==> src/rtl/scanPkg.sv <==
package scanPkg;

  localparam int IR_LEN = 2;

  localparam logic [IR_LEN-1:0] OP_EXTEST = 2'b00;
  localparam logic [IR_LEN-1:0] OP_SAMPLE = 2'b01;
  localparam logic [IR_LEN-1:0] OP_IDCODE = 2'b10;
  localparam logic [IR_LEN-1:0] OP_BYPASS = 2'b11;
  localparam logic [IR_LEN-1:0] IR_CAPTURE_PAT = 2'b01;

  typedef enum logic [3:0] {
    stReset, stIdle,
    stSelDr, stCapDr, stShfDr, stEx1Dr, stPauDr, stEx2Dr, stUpdDr,
    stSelIr, stCapIr, stShfIr, stEx1Ir, stPauIr, stEx2Ir, stUpdIr
  } tapState_e;

  typedef struct packed {
    logic inReset;
    logic captureIr;
    logic shiftIr;
    logic updateIr;
    logic captureDr;
    logic shiftDr;
    logic updateDr;
  } tapStrobe_t;

endpackage

==> src/rtl/tapFsm.sv <==
module tapFsm
  import scanPkg::*;
(
  input  logic       tck,
  input  logic       trstN,
  input  logic       tms,
  output tapState_e  state,
  output tapStrobe_t strb
);

  localparam int RESET_RUN = 5;
  localparam int RUN_W = $clog2(RESET_RUN + 1);

  tapState_e nextState;

  always_comb begin
    nextState = state;
    unique case (state)
      stReset: nextState = tms ? stReset : stIdle;
      stIdle:  nextState = tms ? stSelDr : stIdle;
      stSelDr: nextState = tms ? stSelIr : stCapDr;
      stCapDr: nextState = tms ? stEx1Dr : stShfDr;
      stShfDr: nextState = tms ? stEx1Dr : stShfDr;
      stEx1Dr: nextState = tms ? stUpdDr : stPauDr;
      stPauDr: nextState = tms ? stEx2Dr : stPauDr;
      stEx2Dr: nextState = tms ? stUpdDr : stShfDr;
      stUpdDr: nextState = tms ? stSelDr : stIdle;
      stSelIr: nextState = tms ? stReset : stCapIr;
      stCapIr: nextState = tms ? stEx1Ir : stShfIr;
      stShfIr: nextState = tms ? stEx1Ir : stShfIr;
      stEx1Ir: nextState = tms ? stUpdIr : stPauIr;
      stPauIr: nextState = tms ? stEx2Ir : stPauIr;
      stEx2Ir: nextState = tms ? stUpdIr : stShfIr;
      stUpdIr: nextState = tms ? stSelDr : stIdle;
      default: nextState = stReset;
    endcase
  end

  always_ff @(posedge tck or negedge trstN) begin
    if (!trstN) state <= stReset;
    else        state <= nextState;
  end

  always_comb begin
    strb.inReset   = (state == stReset);
    strb.captureIr = (state == stCapIr);
    strb.shiftIr   = (state == stShfIr);
    strb.updateIr  = (state == stUpdIr);
    strb.captureDr = (state == stCapDr);
    strb.shiftDr   = (state == stShfDr);
    strb.updateDr  = (state == stUpdDr);
  end

  // Run length of consecutive high TMS samples, saturating; used by the guard below.
  logic [RUN_W-1:0] tmsRun;
  always_ff @(posedge tck or negedge trstN) begin
    if (!trstN)                       tmsRun <= '0;
    else if (!tms)                    tmsRun <= '0;
    else if (tmsRun != RUN_W'(RESET_RUN)) tmsRun <= tmsRun + 1'b1;
  end

  a_r2_five_high_resets: assert property (@(posedge tck) disable iff (!trstN)
    (tmsRun == RUN_W'(RESET_RUN)) |-> (state == stReset));

  a_r3_select_to_capture: assert property (@(posedge tck) disable iff (!trstN)
    (state == stSelDr && !tms) |=> (state == stCapDr));

  a_r3_strobes_exclusive: assert property (@(posedge tck) disable iff (!trstN)
    $onehot0(strb));

endmodule

==> src/rtl/tapRegs.sv <==
module tapRegs
  import scanPkg::*;
#(
  parameter int                  ID_WIDTH = 32,
  parameter logic [ID_WIDTH-1:0] ID_VALUE = 32'h0A5C_3E01
) (
  input  logic       tck,
  input  logic       trstN,
  input  logic       tdi,
  input  logic       bsrSerIn,
  input  tapStrobe_t strb,
  output logic       tdo,
  output logic       tdoEn,
  output logic       bsrCapture,
  output logic       bsrShift,
  output logic       bsrUpdate,
  output logic       extestMode,
  output logic       selExtest,
  output logic       selSample,
  output logic       selIdcode,
  output logic       selBypass
);

  logic [IR_LEN-1:0]   irShift;
  logic [IR_LEN-1:0]   irReg;
  logic                bypassBit;
  logic [ID_WIDTH-1:0] idShift;
  logic                bsrPath;
  logic                drBit;
  logic                tdoNext;

  // Instruction decode
  always_comb begin
    selExtest = (irReg == OP_EXTEST);
    selSample = (irReg == OP_SAMPLE);
    selIdcode = (irReg == OP_IDCODE);
    selBypass = (irReg == OP_BYPASS);
  end

  assign bsrPath = selExtest | selSample;

  // Instruction shift stage and active instruction
  always_ff @(posedge tck or negedge trstN) begin
    if (!trstN) begin
      irShift <= IR_CAPTURE_PAT;
      irReg   <= OP_IDCODE;
    end else begin
      if (strb.captureIr)    irShift <= IR_CAPTURE_PAT;
      else if (strb.shiftIr) irShift <= {tdi, irShift[IR_LEN-1:1]};
      if (strb.inReset)       irReg <= OP_IDCODE;
      else if (strb.updateIr) irReg <= irShift;
    end
  end

  // Single-stage bypass
  always_ff @(posedge tck or negedge trstN) begin
    if (!trstN)                            bypassBit <= 1'b0;
    else if (strb.captureDr && selBypass)  bypassBit <= 1'b0;
    else if (strb.shiftDr && selBypass)    bypassBit <= tdi;
  end

  // Identification word
  always_ff @(posedge tck or negedge trstN) begin
    if (!trstN)                            idShift <= ID_VALUE;
    else if (strb.captureDr && selIdcode)  idShift <= ID_VALUE;
    else if (strb.shiftDr && selIdcode)    idShift <= {tdi, idShift[ID_WIDTH-1:1]};
  end

  // Output path, retimed to the falling edge
  always_comb begin
    if (bsrPath)        drBit = bsrSerIn;
    else if (selBypass) drBit = bypassBit;
    else                drBit = idShift[0];
    if (strb.shiftIr)      tdoNext = irShift[0];
    else if (strb.shiftDr) tdoNext = drBit;
    else                   tdoNext = 1'b0;
  end

  always_ff @(negedge tck or negedge trstN) begin
    if (!trstN) begin
      tdo   <= 1'b0;
      tdoEn <= 1'b0;
    end else begin
      tdo   <= tdoNext;
      tdoEn <= strb.shiftIr | strb.shiftDr;
    end
  end

  // Boundary chain strobes
  assign bsrCapture = strb.captureDr & bsrPath;
  assign bsrShift   = strb.shiftDr & bsrPath;
  assign bsrUpdate  = strb.updateDr & selExtest;
  assign extestMode = selExtest;

  a_r6_one_select: assert property (@(posedge tck) disable iff (!trstN)
    $onehot({selExtest, selSample, selIdcode, selBypass}));

  a_r4_ir_capture: assert property (@(posedge tck) disable iff (!trstN)
    strb.captureIr |=> (irShift == IR_CAPTURE_PAT));

  a_r5_ir_holds: assert property (@(posedge tck) disable iff (!trstN)
    (!strb.updateIr && !strb.inReset) |=> $stable(irReg));

  a_r7_bypass_zero: assert property (@(posedge tck) disable iff (!trstN)
    (strb.captureDr && selBypass) |=> !bypassBit);

  a_r8_id_capture: assert property (@(posedge tck) disable iff (!trstN)
    (strb.captureDr && selIdcode) |=> (idShift == ID_VALUE));

  a_r11_enable_tracks_shift: assert property (@(posedge tck) disable iff (!trstN)
    tdoEn == (strb.shiftIr || strb.shiftDr));

endmodule

==> src/rtl/scanPortCtl.sv <==
module scanPortCtl
  import scanPkg::*;
#(
  parameter int                  ID_WIDTH = 32,
  parameter logic [ID_WIDTH-1:0] ID_VALUE = 32'h0A5C_3E01
) (
  input  logic tck,
  input  logic trstN,
  input  logic tms,
  input  logic tdi,
  output logic tdo,
  output logic tdoEn,
  input  logic bsrSerIn,
  output logic bsrSerOut,
  output logic bsrCapture,
  output logic bsrShift,
  output logic bsrUpdate,
  output logic extestMode,
  output logic selExtest,
  output logic selSample,
  output logic selIdcode,
  output logic selBypass
);

  tapState_e  state;
  tapStrobe_t strb;

  tapFsm u_fsm (
    .tck   (tck),
    .trstN (trstN),
    .tms   (tms),
    .state (state),
    .strb  (strb)
  );

  tapRegs #(
    .ID_WIDTH (ID_WIDTH),
    .ID_VALUE (ID_VALUE)
  ) u_regs (
    .tck        (tck),
    .trstN      (trstN),
    .tdi        (tdi),
    .bsrSerIn   (bsrSerIn),
    .strb       (strb),
    .tdo        (tdo),
    .tdoEn      (tdoEn),
    .bsrCapture (bsrCapture),
    .bsrShift   (bsrShift),
    .bsrUpdate  (bsrUpdate),
    .extestMode (extestMode),
    .selExtest  (selExtest),
    .selSample  (selSample),
    .selIdcode  (selIdcode),
    .selBypass  (selBypass)
  );

  assign bsrSerOut = tdi;

  a_r1_reset_idle: assert property (@(posedge tck) disable iff (!trstN)
    (state == stReset) |-> !tdoEn);

endmodule

==> config.mk <==
export PLATFORM = sky130hd
export DESIGN_NAME = scanPortCtl
export DESIGN_NICKNAME = d
export VERILOG_FILES = /design/src/rtl/scanPkg.sv /design/src/rtl/tapFsm.sv /design/src/rtl/tapRegs.sv /design/src/rtl/scanPortCtl.sv
export SDC_FILE = /design/constraint.sdc
export NUM_CORES = 1
export LEC_CHECK = 0
export CORE_UTILIZATION = 39
export DETAILED_ROUTE_END_ITERATION = 10
export PLACE_DENSITY = 0.64
export SLEW_MARGIN = 15
export SYNTH_ARGS = -nofsm -noshare
export SYNTH_HDL_FRONTEND = slang
export SYNTH_SLANG_ARGS = --single-unit
export TNS_END_PERCENT = 1
==> constraint.sdc <==
create_clock -name tck -period 1.8 [get_ports tck]
set_input_delay 0.36 -clock tck [delete_from_list [all_inputs] [get_ports tck]]
set_output_delay 0.36 -clock tck [all_outputs]
set_load 0.03 [all_outputs]
==> flow_results.org, run 1 <==
** Critical path
- Walking the worst path, the cells encountered are buf_6.
- Counting both buffers and inverters, the worst setup path holds a total of 1.
- The cell family contributing the most delay on the critical path is flip-flops.
- For this run, the slowest stage of the critical path takes around 430 ps.
- The worst setup path is of the flip-flop to output pin kind.
- Worst EP required :: about 1400 ps
- STA classifies the critical path endpoint as an output pin.
- The slowest stage of the critical path is the dfrtn_1 cell.
- For the worst setup path, the data arrival time is 1770 ps.
- STA classifies the critical path startpoint as a flip-flop.
- Maximum fanout along the worst path :: 1

** Clock network
- TritonCTS built the clock tree.
- Buffer count from post-CTS setup fixing :: 0
- The clock drives 43 sinks.
- Clock insertion delay at the later pin of the skew report :: roughly 300 ps
- Clock root buffer master :: clkbuf_8
- After clock tree synthesis, the clock-pin slew on the worst setup and hold paths is about 80 ps.
- Clk buf depth :: 2
- Clock buffers created by TritonCTS :: 5
- # H-tree levels :: 2

** Synthesis
- Cell accounting for the most synthesized area :: dfrtp_1
- Post-synthesis cell area :: around 0.0021 mm²
- Number of enable-type register cells in the synthesized netlist :: 0
- Count of state elements after synthesis :: 43
- Yosys warning count :: 0
- Sequential cells were found to cover 50.96% of the synthesized design area.
- Synthesized net count :: 240
- Top cells by area, synth :: dfrtp_1 31%, dfstp_2 17%, o21ai_2 11%
- The netlist uses 37 different library cells.
- Averaged over all synthesized cells, the footprint is ~9.1 µm².
- By count the netlist is led by 62 x nand2_1, 28 x o21ai_2, 27 x dfrtp_1.
- The cell count after synthesis came out at around 240.
- After synthesis, the largest area contributor takes up 31.49% of total cell area.
- Most used standard cell by instance count after synthesis :: nand2_1
- Async set-reset flop share out of synthesis :: 100.0%
- In the synthesized netlist the dominant register cell turns out to be dfrtp_1.

** Floorplanning
- Area of the core region :: about 0.0052 mm²
- Pin placement for this block handled 16 I/O pins.
- The die covers around 0.0058 mm².
- The die is between 70 and 80 µm wide.
- Row Count :: 26
- For this configuration, the core starts out at a cell density of 41.23%.
- Die height :: approximately 76 µm

** Cells and area
- Post-route cell area :: approximately 0.0025 mm²
- For this run, the post-layout net count is between 200 and 300.
- Layout cells sized above 1 :: 35.50%
- Relative area change from synthesis to final layout :: 17.84%
- The repair_antennas step left the layout with diodes totalling 0.
- Measured on the finished design, the core utilization comes to 48.58%.

** Drt
- The final route contains between 1,500 and 2,000 vias.
- Signal routing reaches up to met4.
- Via-per-instance ratio :: between 4 and 5
- In the detailed route, the total length drawn on met2 is approximately 1800 µm.
- WL met1 :: ~1900 µm
- Before antenna repair, the detailed router went through 4 iterations.
- Wires add up to 3935 µm.
- After detailed routing, the number of remaining DRC violations is 0.
- In the final routed layout, each cell accounts on average for 11.85 µm.
- Antenna viol nets, final :: 0
- Detailed routing placed a total of about 170 µm of wire on met3.
- First DRT Iteration DRCs :: 122

** Global routing
- The total overflow left after global routing is 0.
- The number of global-route vias before repair is 1,486.
- Entering global routing, the biggest net connects between 60 and 70 pins.
- Wire length of the first global-routing pass :: 7113 µm
- Initial antenna violation count :: 0
- Global routing usage summed across all routing layers :: 15.53%

** STA
- Setup violations remaining at the end of the flow were counted as 5.
- After routing, the total negative slack on setup checks comes to -722.4 ps.
- Unrepaired setup endpoints after global routing :: yes
- Setup slack on the critical path of the routed design comes to -332.1 ps.
- The hold violation count in the final report was 0.
- The clock arrives with 4.254 ps of skew.
- At the pin with the least slew margin, the transition time is 388.9 ps.
- Relative max-transition margin :: about three quarters
- The max-slew violation count came to 0.

** Placement
- Detailed placement finished with a half-perimeter wire length of roughly 2700 µm.
- The placed instances occupy a cell area of 0.002420 mm².
- Port Buf Inserts :: 15
- Weighted congestion reported at the end of routability-driven placement :: 0.8100

** Hold path
- The min-delay analysis places its worst path in the category input port to asynchronous set/reset pin.

** Power and ir drop
- Leakage dissipation :: 0.001099 µW
- Power per cell area :: roughly 1800 mW/mm²
- Across the VDD grid, the largest voltage drop is 982.4 µV.

** Status
- Outcome :: finished, violations left
- Violated checks :: setup timing

** Flow run
- Max-cap violations in this run came to 0.
what timing repair did:
action                                  in CTS  in global routing
hold buffers                                 0                  0
endpoints found under the setup margin       9                 42
resized for setup                            7                 10
final timing paths:
kind,endpoint,from,slack (ps),cells past startpoint
max in group asynchronous,u_regs.tdoEn,trstN,1000,1
min in group tck,u_regs.idShift[25],u_regs.idShift[25],470,2
setup / recovery,tdo,u_regs.tdo,-330,1
setup reg to reg,u_regs.tdo,u_regs.irReg[0],-60,4
hold reg to reg,u_regs.idShift[25],u_regs.idShift[25],470,2
hold / removal,u_fsm.state[2],trstN,50,2
cells in the final DEF, fill, tap and decap left out, types with 2 or more instances in the layout:
cell type	netlist	routed
a21oi_1	8	8
a31oi_1	3	3
buf_4	2	27
buf_6	6	4
clkbuf_2	0	3
clkbuf_8	0	5
clkdlybuf4s50_1	0	3
dfrtn_1	2	2
dfrtp_1	27	27
dfstp_2	14	14
inv_1	8	6
inv_2	0	2
nand2_1	62	61
nand4_1	2	2
nor2_1	23	22
nor2b_1	4	3
o21ai_0	10	9
o21ai_1	4	5
o21ai_2	28	28
registers in the layout, summed over array words and instances, names as in the netlist:
register          count
u_regs.tdo            1
u_regs.idShift       32
u_regs.bypassBit      1
u_regs.irReg          2
u_fsm.state           4
u_regs.tdoEn          1
u_regs.irShift        2
report_power, final:
part	switching, µW	total, µW	internal [µW]
clock	338	609	271
combinational	1420	2400	976
sequential	231	1670	1440
total	1990	4680	2680
routing by layer:
metal  track usage (%)  vias to the layer above
met4             5.192                        0
li1                  -                      848
met5                 0                        -
met3             4.671                        7
met2             23.09                       31
met1             21.59                      764
area by class of cell:
cell class              count  area (µm²)
inverters                   8       30.03
multi-input cells         164       914.6
clock inverters             2       12.51
clock buffers               6       72.57
flip-flops and latches     43        1094
repair buffers             39       317.8
fillers                   524        2676
well taps                  70       87.58
metrics by stage:
step | power (µW) | hold slack, ps | setup WS, ps | instances
2_1_floorplan | 3502 | 64.41 | -57.91 | 235
3_3_place_gp | 4005 | 364.7 | -235.4 | 324
3_5_place_dp | 4045 | 383.3 | -241.2 | 324
4_1_cts | 4707 | 46.60 | -345.9 | 332
5_1_grt | 5092 | 57.13 | -355.5 | 332
6_report | 4677 | 50.51 | -332.1 | 332
kinds of logic (layout without fill, tap and decap cells):
| group | after synthesis | in the layout | share of synthesized area [%] |
|---|---|---|---|
| AO/OA/AOI/OAI | 62 | 62 | 21.05 |
| XOR/XNOR | 1 | 1 | 0.4082 |
| buffers and inverters | 28 | 55 | 7.580 |
| flip-flops | 43 | 43 | 50.96 |
| multiplexers | 1 | 1 | 0.4665 |
| AND/OR/NAND/NOR | 100 | 100 | 19.53 |
Power figures use the tool's default switching activity.
==> inputs of run 2 (changes only) <==
--- a/config.mk
+++ b/config.mk
@@ -8,8 +8,9 @@
 export CORE_UTILIZATION = 39
 export DETAILED_ROUTE_END_ITERATION = 10
 export PLACE_DENSITY = 0.64
-export SLEW_MARGIN = 15
+export SLEW_MARGIN = 20
 export SYNTH_ARGS = -nofsm -noshare
 export SYNTH_HDL_FRONTEND = slang
+export SYNTH_HIERARCHICAL = 1
 export SYNTH_SLANG_ARGS = --single-unit
 export TNS_END_PERCENT = 1
==> flow_results.org, run 2 <==
** Global routing
- Global route total overflow :: 0 (unchanged)
- Largest net degree at the start of global routing :: 42 (-35%)
- Global Route met2 Usage :: 22.00% (-1.1 points)
- The number of antenna violations at the first check in global routing is 0 (unchanged).
- Met1 track utilization from global routing :: 18.45% (-3.1 points)
- The global-route wire length before repair came to 6672 µm (-6.2%).
- Met3 Usage GRT :: 3.605% (-1.1 points)
- Via count of the first global-routing pass :: 1,466 (-1.3%)
- In this run the most used layer during global routing was met2.
- The global-route usage over all layers came to 14.05% (-1.5 points).

** Critical path
- Critical R2R Launch :: u_fsm/state[0]
- The largest fanout on the critical path came to 1 (unchanged).
- Critical path capture point type :: output pin
- The worst stage delay on the critical path came to 410 ps (-20 ps).
- Cell family contributing the most delay on the critical path :: flip-flops
- The worst endpoint required time was 1440 ps (about the same).
- The number of cells on the worst reg-to-reg path came to 4 (unchanged).
- RR Endpoint :: u_regs/tdoEn
- STA classifies the critical path startpoint as a flip-flop.
- Master of the slowest instance on the critical path :: dfrtn_1
- The setup slack of the most critical reg-to-reg path came to -240 ps (-180 ps).
- CP Data Arrival Time :: 1730 ps (-40 ps)
- The sum of buffers and inverters on the critical path was 1 (unchanged).
- The signal on the critical path passes through buf_6.
- CP Class :: flip-flop to output pin

** STA
- Setup repair after global routing could not meet its margin everywhere.
- The clock skew after layout came to 7.053 ps (+2.799 ps).
- Final setup vio count :: 23 (+18)
- Transition at the pin with the smallest max-transition slack :: 514.7 ps (+125.8 ps)
- The minimum setup slack in the final design came to -288.4 ps (+43.67 ps).
- Number of max-slew violations in the final report :: 0 (unchanged)
- Relative max-transition margin :: 65.69% (-8.4 points)
- Number of hold violations in the final report :: 0 (unchanged)

** Clock network
- Post-CTS Hold Buffers :: 0 (unchanged)
- Clk buf depth :: 2 (unchanged)
- Clock sink count :: 43 (unchanged)
- The number of H-tree levels was 2 (unchanged).
- The number of buffers inserted during clock tree synthesis came to 5 (unchanged).
- TritonCTS built the clock tree.
- CTS placed an instance of clkbuf_8 at the clock tree root.
- Clock insertion delay at the later pin of the skew report :: 290 ps (about the same)
- The clock slew at the register clock pins of the worst setup and hold paths is 80 ps (about the same).

** Cells and area
- The net count reported at finish was 237 (-11%).
- Largest regs :: u_regs/idShift: 32 flops, u_fsm/state: 4 flops
- The filler cell count was 521 (-0.57%).
- The flip-flop count of the largest register, all copies and words added was 32 (unchanged).
- Diodes inserted :: 0 (unchanged)
- The share of final-layout standard cells stronger than drive strength 1 was 42.06% (+6.6 points).
- The top cell types in the final layout, fill and taps aside, are 24 x dfrtp_1, 23 x buf_4, 23 x nor2b_1.
- Leaving out fill and tap cells, the most frequent cell in the layout is dfrtp_1.
- From synthesis to final layout, the design area changed by 21.41%.
- Register with the highest flop count :: u_regs/idShift
- The number of cells in the finished layout apart from fillers came to 305 (-8.1%).

** Synthesis
- The number of distinct standard cells referenced by the synthesized netlist came to 39 (+5.4%).
- Count of state elements after synthesis :: 43 (unchanged)
- Number of enable-type register cells in the synthesized netlist :: 0 (unchanged)
- The proportion of netlist area held by the largest area contributor came to 29.57% (-1.9 points).
- Most used standard cell by instance count after synthesis :: dfrtp_1
- In the post-synthesis netlist, the biggest area contributors are dfrtp_1 30%, dfstp_2 16%, mux2_4 12%.
- The netlist area before placement came to 0.002285 mm² (+6.5%).
- The commonest cells after synthesis are 27 x dfrtp_1, 24 x nor2_1, 23 x nor2b_1.
- Synthesized net count :: 205 (-15%)
- The gate count of the mapped netlist is 200 (-15%).
- Async set-reset flop share out of synthesis :: 100.0% (unchanged)
- Yosys warning count :: 6 (+6)
- The biggest area contributor in the post-synthesis netlist is dfrtp_1.
- The average instance area after synthesis was 11.42 µm² (+25%).
- Register area share after synthesis :: 47.86% (-3.1 points)
- Primary flip-flop cell chosen by synthesis mapping :: dfrtp_1

** Power and ir drop
- The clock network fraction of total power came to 12.7% (-0.3 points).
- Combinational group share of total power :: 53.0% (+1.7 points)
- Worst vdd rail ir drop :: 691.3 µV (-30%)
- The power density over the cells is 1744 mW/mm² (-5.7%).
- The switching power share of the total is 35.47% (-7.1 points).
- The fraction of power consumed by sequential logic came to 34.3% (-1.4 points).
- The cell internal power dissipation came to 3122 µW (+16%).
- The cell leakage power was 0.001248 µW (+14%).
- Switching power summed over all nets :: 1716 µW (-14%)

** Placement
- Port Buf Inserts :: 15 (unchanged)
- Weighted congestion reported at the end of routability-driven placement :: 0.7239 (-11%)
- Worst slack at placement :: -364.6 ps (-123.4 ps)
- Post-placement cell count :: 295 (-9.0%)
- HPWL after detailed placement :: 2661 µm (-0.84%)

** Flow run
- The total of max-cap violations was 0 (unchanged).

** Drt
- The count of routing violations after the opening detailed-route iteration was 48 (-61%).
- The post-route DRC violation count is 0 (unchanged).
- The detailed-router iteration count before antenna repair was 3 (-1).
- Antenna viol nets, final :: 0 (unchanged)
- Via-per-instance ratio :: 4.816 (-3.1%)
- The routed length per placed instance came to 12.54 µm (+5.8%).
- Routed WL :: 3825 µm (-2.8%)
- Total vias in the final route :: 1,469 (-11%)

** Status
- Outcome :: finished, violations left
- Violated checks :: setup timing

** Floorplanning
- The placement row count came to 27 (+3.8%).
- The initial cell density of the core was 40.99% (-0.24 points).
- Die height :: 78.54 µm (+3.1%)
- Area of the die :: 0.006169 mm² (+6.3%)
- The chip width came to 78.54 µm (+3.1%).
- Ports :: 16 (unchanged)
- The placeable core region is 0.005574 mm² (+7.1%).

** Hold path
- Tightest Hold Check Type :: input port to asynchronous set/reset pin
[run 2: cell types whose count changed after synthesis, sizes merged, moves of 3 or more]
| cell | before | now |
|---|---|---|
| nand2 | 62 | 7 |
| nor2b | 4 | 25 |
| mux2 | 0 | 20 |
| and2b | 0 | 3 |
| mux2i | 1 | 15 |
| inv | 8 | 14 |
| o21ai | 42 | 5 |
| clkbuf | 5 | 1 |
| a31oi | 3 | 0 |
| a21oi | 8 | 4 |
[run 2: repair_timing]
action | in CTS | in global routing
cloned | 0 | 0
pin swaps | 0 | 1
hold endpoints to repair | 0 | 0
buffers inserted | 0 | 2
gates resized for setup | 15 | 8
endpoints found under the setup margin | 33 | 42
[run 2: cell families (layout without fill, tap and decap cells)]
group / after synthesis / after routing / share of synthesized area (%)
DFF: 43 / 43 / 47.86
muxes: 35 / 35 / 19.39
and+or+nand+nor: 75 / 75 / 18.73
buffers and inverters: 29 / 62 / 8.378
AOI/OAI and AO/OA: 18 / 18 / 5.641
[run 2: routing by layer]
metal	vias to the layer above	routed length, µm
met1	736	1922
met3	2	69
met4	0	40
met2	10	1791
met5	-	0
li1	721	-
[run 2: area by class of cell]
class / count / area [µm²] / area share, %
Tap cell: 72 / 90.09 / 3.248
Timing Repair Buffer: 40 / 371.6 / 13.40
Inverter: 14 / 57.56 / 2.075
Clock inverter: 1 / 5.005 / 0.1804
Sequential cell: 43 / 1097 / 39.56
Clock buffer: 7 / 86.33 / 3.112
Multi-Input combinational cell: 128 / 1066 / 38.43
[run 2: worst max-delay path by stage]
stage,cells after the start,startpoint,endpoint
6_report,1,u_regs/tdo,tdo
5_1_grt,3,u_fsm/state[0],u_regs/tdo
4_1_cts,1,u_regs/tdo,tdo
3_5_place_dp,4,bsrSerIn,u_regs/tdo
3_3_place_gp,4,bsrSerIn,u_regs/tdo
2_1_floorplan,5,u_fsm/state[2],u_regs/tdo
[run 2: power groups by stage]
stage / Combinational (µW) / Sequential [µW] / Clock, µW
after floorplan: 2000 / 1640 / 0
after global placement: 2450 / 1670 / 0
after detailed placement: 2490 / 1680 / 0
after CTS: 2530 / 1680 / 637
after global routing: 2790 / 1710 / 678
final: 2560 / 1660 / 615
[run 2: per-stage QoR]
step / cell area [µm²] / power (µW) / hold WS (ps) / setup TNS [ps] / utilization, %
2_1_floorplan: 2355 / 3640 / 64.41 / -1901 / -
3_3_place_gp: 2631 / 4120 / 454.7 / -1099 / 47.21
3_5_place_dp: 2631 / 4176 / 461.2 / -1954 / 47.21
4_1_cts: 2750 / 4844 / 246.5 / -2385 / 49.34
5_1_grt: 2774 / 5179 / 266.9 / -4701 / 49.76
6_report: 2774 / 4838 / 236.6 / -1532 / 49.76
